### src/rtl/mc_seq_pkg.sv
package mc_seq_pkg;
  localparam int OP_W    = 6;
  localparam int STATE_W = 4;

  localparam logic [OP_W-1:0] OP_REG   = 6'b000000;
  localparam logic [OP_W-1:0] OP_JUMP  = 6'b000010;
  localparam logic [OP_W-1:0] OP_BEQ   = 6'b000100;
  localparam logic [OP_W-1:0] OP_LOAD  = 6'b100011;
  localparam logic [OP_W-1:0] OP_STORE = 6'b101011;

  typedef enum logic [STATE_W-1:0] {
    ST_FETCH  = 4'd0,
    ST_DECODE = 4'd1,
    ST_ADDR   = 4'd2,
    ST_MEMRD  = 4'd3,
    ST_LDWB   = 4'd4,
    ST_MEMWR  = 4'd5,
    ST_REXE   = 4'd6,
    ST_RDONE  = 4'd7,
    ST_BRANCH = 4'd8,
    ST_JUMP   = 4'd9
  } st_e;

  typedef struct packed {
    logic       pc_wr;
    logic       pc_wr_cond;
    logic       addr_sel_data;
    logic       mem_rd;
    logic       mem_wr;
    logic       ir_ld;
    logic       wb_sel_mem;
    logic [1:0] pc_src;
    logic [1:0] alu_mode;
    logic       alu_a_sel;
    logic [1:0] alu_b_sel;
    logic       rf_wr;
    logic       rf_dst_rd;
  } ctrl_t;

  function automatic logic op_known(input logic [OP_W-1:0] op);
    return (op == OP_REG) || (op == OP_JUMP) || (op == OP_BEQ) ||
           (op == OP_LOAD) || (op == OP_STORE);
  endfunction
endpackage

### src/rtl/mc_next_state.sv
module mc_next_state
  import mc_seq_pkg::*;
(
  input  st_e             cur,
  input  logic [OP_W-1:0] opcode,
  output st_e             nxt
);
  always_comb begin
    nxt = ST_FETCH;
    case (cur)
      ST_FETCH:  nxt = ST_DECODE;
      ST_DECODE: begin
        case (opcode)
          OP_REG:   nxt = ST_REXE;
          OP_JUMP:  nxt = ST_JUMP;
          OP_BEQ:   nxt = ST_BRANCH;
          OP_LOAD,
          OP_STORE: nxt = ST_ADDR;
          default:  nxt = ST_FETCH;  // unknown opcode: restart
        endcase
      end
      ST_ADDR: begin
        if (opcode == OP_LOAD)       nxt = ST_MEMRD;
        else if (opcode == OP_STORE) nxt = ST_MEMWR;
        else                         nxt = ST_FETCH;
      end
      ST_MEMRD:  nxt = ST_LDWB;
      ST_REXE:   nxt = ST_RDONE;
      default:   nxt = ST_FETCH;     // 4, 5, 7, 8, 9 and unused codes
    endcase
  end
endmodule

### src/rtl/mc_ctrl_decode.sv
module mc_ctrl_decode
  import mc_seq_pkg::*;
(
  input  st_e   cur,
  output ctrl_t ctl
);
  always_comb begin
    ctl = '0;  // every line not named below stays inactive
    case (cur)
      ST_FETCH: begin
        ctl.mem_rd    = 1'b1;
        ctl.ir_ld     = 1'b1;
        ctl.pc_wr     = 1'b1;
        ctl.alu_b_sel = 2'b01;
      end
      ST_DECODE: ctl.alu_b_sel = 2'b11;
      ST_ADDR: begin
        ctl.alu_a_sel = 1'b1;
        ctl.alu_b_sel = 2'b10;
      end
      ST_MEMRD: begin
        ctl.mem_rd        = 1'b1;
        ctl.addr_sel_data = 1'b1;
      end
      ST_LDWB: begin
        ctl.rf_wr      = 1'b1;
        ctl.wb_sel_mem = 1'b1;
      end
      ST_MEMWR: begin
        ctl.mem_wr        = 1'b1;
        ctl.addr_sel_data = 1'b1;
      end
      ST_REXE: begin
        ctl.alu_a_sel = 1'b1;
        ctl.alu_mode  = 2'b10;
      end
      ST_RDONE: begin
        ctl.rf_wr     = 1'b1;
        ctl.rf_dst_rd = 1'b1;
      end
      ST_BRANCH: begin
        ctl.alu_a_sel  = 1'b1;
        ctl.alu_mode   = 2'b01;
        ctl.pc_wr_cond = 1'b1;
        ctl.pc_src     = 2'b01;
      end
      ST_JUMP: begin
        ctl.pc_wr  = 1'b1;
        ctl.pc_src = 2'b10;
      end
      default: ctl = '0;
    endcase
  end
endmodule

### src/rtl/mc_pc_gate.sv
module mc_pc_gate (
  input  logic wr,
  input  logic wr_cond,
  input  logic zero,
  output logic en
);
  assign en = wr | (wr_cond & zero);
endmodule

### src/rtl/mc_seq_ctrl.sv
module mc_seq_ctrl
  import mc_seq_pkg::*;
(
  input  logic        clk,
  input  logic        rst,
  input  logic [5:0]  opcode,
  input  logic        alu_zero,
  output logic        pc_wr,
  output logic        pc_wr_cond,
  output logic        pc_en,
  output logic        addr_sel_data,
  output logic        mem_rd,
  output logic        mem_wr,
  output logic        ir_ld,
  output logic        wb_sel_mem,
  output logic [1:0]  pc_src,
  output logic [1:0]  alu_mode,
  output logic        alu_a_sel,
  output logic [1:0]  alu_b_sel,
  output logic        rf_wr,
  output logic        rf_dst_rd,
  output logic [3:0]  phase
);
  st_e   state, state_nxt;
  ctrl_t ctl;

  mc_next_state u_next (.cur(state), .opcode(opcode), .nxt(state_nxt));
  mc_ctrl_decode u_dec (.cur(state), .ctl(ctl));

  always_ff @(posedge clk) begin
    if (rst) state <= ST_FETCH;
    else     state <= state_nxt;
  end

  assign pc_wr         = ctl.pc_wr;
  assign pc_wr_cond    = ctl.pc_wr_cond;
  assign addr_sel_data = ctl.addr_sel_data;
  assign mem_rd        = ctl.mem_rd;
  assign mem_wr        = ctl.mem_wr;
  assign ir_ld         = ctl.ir_ld;
  assign wb_sel_mem    = ctl.wb_sel_mem;
  assign pc_src        = ctl.pc_src;
  assign alu_mode      = ctl.alu_mode;
  assign alu_a_sel     = ctl.alu_a_sel;
  assign alu_b_sel     = ctl.alu_b_sel;
  assign rf_wr         = ctl.rf_wr;
  assign rf_dst_rd     = ctl.rf_dst_rd;
  assign phase         = state;

  mc_pc_gate u_gate (.wr(ctl.pc_wr), .wr_cond(ctl.pc_wr_cond), .zero(alu_zero), .en(pc_en));

  AST_RESET_FETCH: assert property (@(posedge clk) rst |=> (state == ST_FETCH));
  AST_TERM_RETURN: assert property (@(posedge clk) disable iff (rst)
    (state inside {ST_LDWB, ST_MEMWR, ST_RDONE, ST_BRANCH, ST_JUMP}) |=> (state == ST_FETCH));
  AST_LOAD_SEQ: assert property (@(posedge clk) disable iff (rst)
    (state == ST_MEMRD) |=> (state == ST_LDWB));
  AST_REG_SEQ: assert property (@(posedge clk) disable iff (rst)
    (state == ST_REXE) |=> (state == ST_RDONE));
  AST_BAD_OPCODE: assert property (@(posedge clk) disable iff (rst)
    (state == ST_DECODE && !op_known(opcode)) |=> (state == ST_FETCH));
  AST_PC_QUIET: assert property (@(posedge clk) disable iff (rst)
    (!pc_wr && !pc_wr_cond) |-> !pc_en);
  AST_ONE_STORE: assert property (@(posedge clk) disable iff (rst)
    $onehot0({mem_wr, rf_wr, ir_ld}));
endmodule

### config.mk
export PLATFORM = sky130hd
export DESIGN_NAME = mc_seq_ctrl
export DESIGN_NICKNAME = d
export VERILOG_FILES = /design/src/rtl/mc_seq_pkg.sv /design/src/rtl/mc_next_state.sv /design/src/rtl/mc_ctrl_decode.sv /design/src/rtl/mc_pc_gate.sv /design/src/rtl/mc_seq_ctrl.sv
export SDC_FILE = /design/constraint.sdc
export NUM_CORES = 1
export LEC_CHECK = 0
export BUFFER_PORTS_ARGS = -buffer_cell sky130_fd_sc_hd__buf_2
export CORE_AREA = 2 2 39 41
export DETAILED_ROUTE_END_ITERATION = 7
export DIE_AREA = 0 0 41 43
export PLACE_DENSITY = 0.71
export SLEW_MARGIN = 25
export SYNTH_ARGS = -nofsm -noshare
export SYNTH_HDL_FRONTEND = slang
export SYNTH_SLANG_ARGS = --single-unit
### constraint.sdc
create_clock -name clk -period 1.3 [get_ports clk]
set_input_delay 0.26 -clock clk [delete_from_list [all_inputs] [get_ports clk]]
set_output_delay 0.26 -clock clk [all_outputs]
set_load 0.05 [all_outputs]
==> out/results.txt <==
status - finished, violations left
failing checks - setup timing
Power Density - 465 nW/µm²
worst path bufs/invs - 1
RR Startpoint - phase[1]$_SDFF_PP0_
FP Rows - 14
Final Non-Filler Cells - 122
largest family of logic cells by synthesized area - simple AND/OR/NAND/NOR gates
CTS sink count - 4
Initial DRC Count - 11
leak pwr - 0.000462 µW
max_slew headroom - 76.4%
syn_nets - 66
DR vias - 662
Seq/Total Area, Yosys - 17.9%
vias in the first global route - 631
Worst-path clk slew - 0.04 ns
CP delay by family, top - simple AND/OR/NAND/NOR gates
placed insts - 113
RSZ-0062 raised after global routing - true
adder-cell area share of the yosys netlist - 0%
GRT Total Usage - 21.7%
Port Buf Inserts - 29
clk buf depth - 2
CTS root buffer - clkbuf_4
mux share of post-synthesis cell area - 2.23%
Largest register FFs - 4
critical path startpoint category - flop
routability congestion estimate - 0.752
initial core utilization - 32.4%
hpwl dp - 1110 µm
clock latency on the worst-skew pair - 0.23 ns
Layout Area Growth over Synthesis - 163%
share of cells above drive strength 1 - 83.0%
Fin. Hold Viols - 0
peak supply drop - 0.318 mV
count of state elements after synthesis - 4
CP startpoint - phase[2]$_SDFF_PP0_
Mapped Cells - 57
post-route ant nets - 0
Die W - 41 µm
Pins Over Slew Limit - 0
xor and xnor fraction of the mapped netlist area - 3.91%
Worst Tran Pin Value - 0.353 ns
Yosys cell types - 32
largest net degree at the start of global routing - 10
met1 Track Usage GR - 26.8%
yosys warns - 0
Setup violations, final - 21
Die Area - 1760 µm²
first-pass GRT wire length - 2700 µm
WL/cell - 14.7 µm
Synth Area in Simple Gates - 50.8%
H-tree depth - 1
multi-input logic area - 556 µm²
initial antenna violation count - 0
compound-cell area share of the yosys netlist - 17.3%
Netlist Area Pre-Place - 448 µm²
Mean Syn Cell Area - 7.86 µm²
Worst Path Required - 1.04 ns
TritonCTS clock tree - built
register area - 95.1 µm²
final core occ - 85.0%
total gr overflow - 0
fin crit period - 1.61 ns
First-pass DRT Iterations - 4
worst clock skew - 0.00377 ns
reg2reg setup slack - -0.17 ns
Worst EP arrival - 1.35 ns
Max-Cap Viols - 0
TritonCTS Buffers - 3
busiest grt layer - met2
Crit-path slowest cell - nor4b_4
final setup margin - -0.310 ns
DR vias/cell - 5.43
slowest cell delay on critical path - 0.41 ns
min-delay src - rst
Layout fillers - 80
met3 global-route usage - 1.57%
I/O pin cnt - 30
post-place setup slack - -0.137 ns
fmax - 621 MHz
crit path kind - reg2out
CP endpoint kind - output pin
Core ar. - 1380 µm²
final period utilization - 124%
diode count - 0
GRT met2 Usage - 36.9%
final WL - 1800 µm
Post-layout nets - 117
die span in y - 43 µm
HP Class - in2reg
CP Cell Sequence - nor4b_4 > a21o_4 > buf_8
DRC Markers - 0
worst hold margin - 0.256 ns
critical path fanouts, max - 7
[report_power, final]
group / internal [µW] / leakage (µW) / switching, µW
logic: 118 / 0.000412 / 142
registers: 121 / 0.0000355 / 9.33
clock network: 103 / 0.0000138 / 53.4
total: 342 / 0.000462 / 205
[worst reg2reg max path, delay by kind of cell, from the launching register on]
family	cells	cell delay, ns
compound gates	1	0.28
buf+inv	3	0.32
flops	1	0.38
simple gates	2	0.41
[Yosys cell counts]
| cell | instances | share of area [%] |
|---|---|---|
| nor3_1 | 5 | 5.6 |
| buf_2 | 4 | 4.5 |
| dfxtp_1 | 4 | 18 |
| nor2_1 | 4 | 3.4 |
| nand4_1 | 3 | 4.2 |
| nor2b_1 | 3 | 4.2 |
| inv_1 | 2 | 1.7 |
| nand2_1 | 2 | 1.7 |
| nand2b_1 | 2 | 2.8 |
| nor3b_1 | 2 | 3.4 |
| nor4_1 | 2 | 2.8 |
| o22ai_1 | 2 | 2.8 |
| or2_1 | 2 | 2.8 |
| xnor2_1 | 2 | 3.9 |
| a211oi_1 | 1 | 1.7 |
| a21o_1 | 1 | 1.7 |
| a21oi_1 | 1 | 1.1 |
| a311oi_1 | 1 | 2.0 |
| a311oi_2 | 1 | 3.4 |
| a32oi_1 | 1 | 2.0 |
| and2b_1 | 1 | 1.7 |
| and4bb_4 | 1 | 3.6 |
| buf_4 | 1 | 1.7 |
| mux2i_1 | 1 | 2.2 |
| nand3_1 | 1 | 1.1 |
| nor2_2 | 1 | 1.4 |
| nor4_4 | 1 | 4.7 |
| nor4b_1 | 1 | 2.0 |
| nor4b_2 | 1 | 3.4 |
| nor4bb_1 | 1 | 2.2 |
| o21a_1 | 1 | 1.7 |
| o21ai_0 | 1 | 1.1 |
[layer usage]
layer,share of wire (%),vias up
met5,0,-
met1,42,320
met4,2.1,0
met3,2.5,4
li1,-,314
met2,54,24
[stage by stage]
stage	TNS [ns]	instance area, µm²	total power [µW]
after floorplan	-4.41	672	273
after global placement	-0.744	907	328
after detailed placement	-0.949	907	332
after CTS	-3.56	1090	515
after global routing	-5.09	1180	574
final	-4.07	1180	547
[layout make-up]
type | instances | area share, %
Timing Repair Buffer | 51 | 40.4
Inverter | 2 | 0.638
Clock buffer | 3 | 1.91
Tap cell | 16 | 1.70
Sequential cell | 4 | 8.09
Multi-Input combinational cell | 46 | 47.2
[worst paths after layout]
kind                            cells past startpoint                  end
worst max-delay path                                3                pc_en
worst min-delay path                                2  phase[3]$_SDFF_PP0_
worst max register to register                      6  phase[1]$_SDFF_PP0_
worst min register to register                      2  phase[1]$_SDFF_PP0_
[logic make-up after synthesis]
logic type / Yosys count
simple gates: 33
buf+inv: 7
flops: 4
mux: 1
xor+xnor: 2
compound gates: 10
[cells in the final DEF, fill, tap and decap left out, types with 2 or more instances in the layout]
master,instances
nor3b_4,2
inv_1,2
nor2_4,3
nand4_1,3
dfxtp_4,4
buf_6,18
or2_4,2
nor3_4,2
buf_8,5
buf_2,10
nor4b_4,2
nor4_4,3
nor2b_4,3
o22ai_1,2
buf_4,17
nor3_1,2
clkbuf_4,3
[timing repair]
| action | 4_1_cts | 5_1_grt |
|---|---|---|
| setup buffers | 3 | 4 |
| resized for setup | 43 | 16 |
| setup endpoints to repair | 20 | 23 |
| hold buffers | 0 | 0 |
| pin swaps | 9 | 4 |
(Power assumes the default switching activity.)
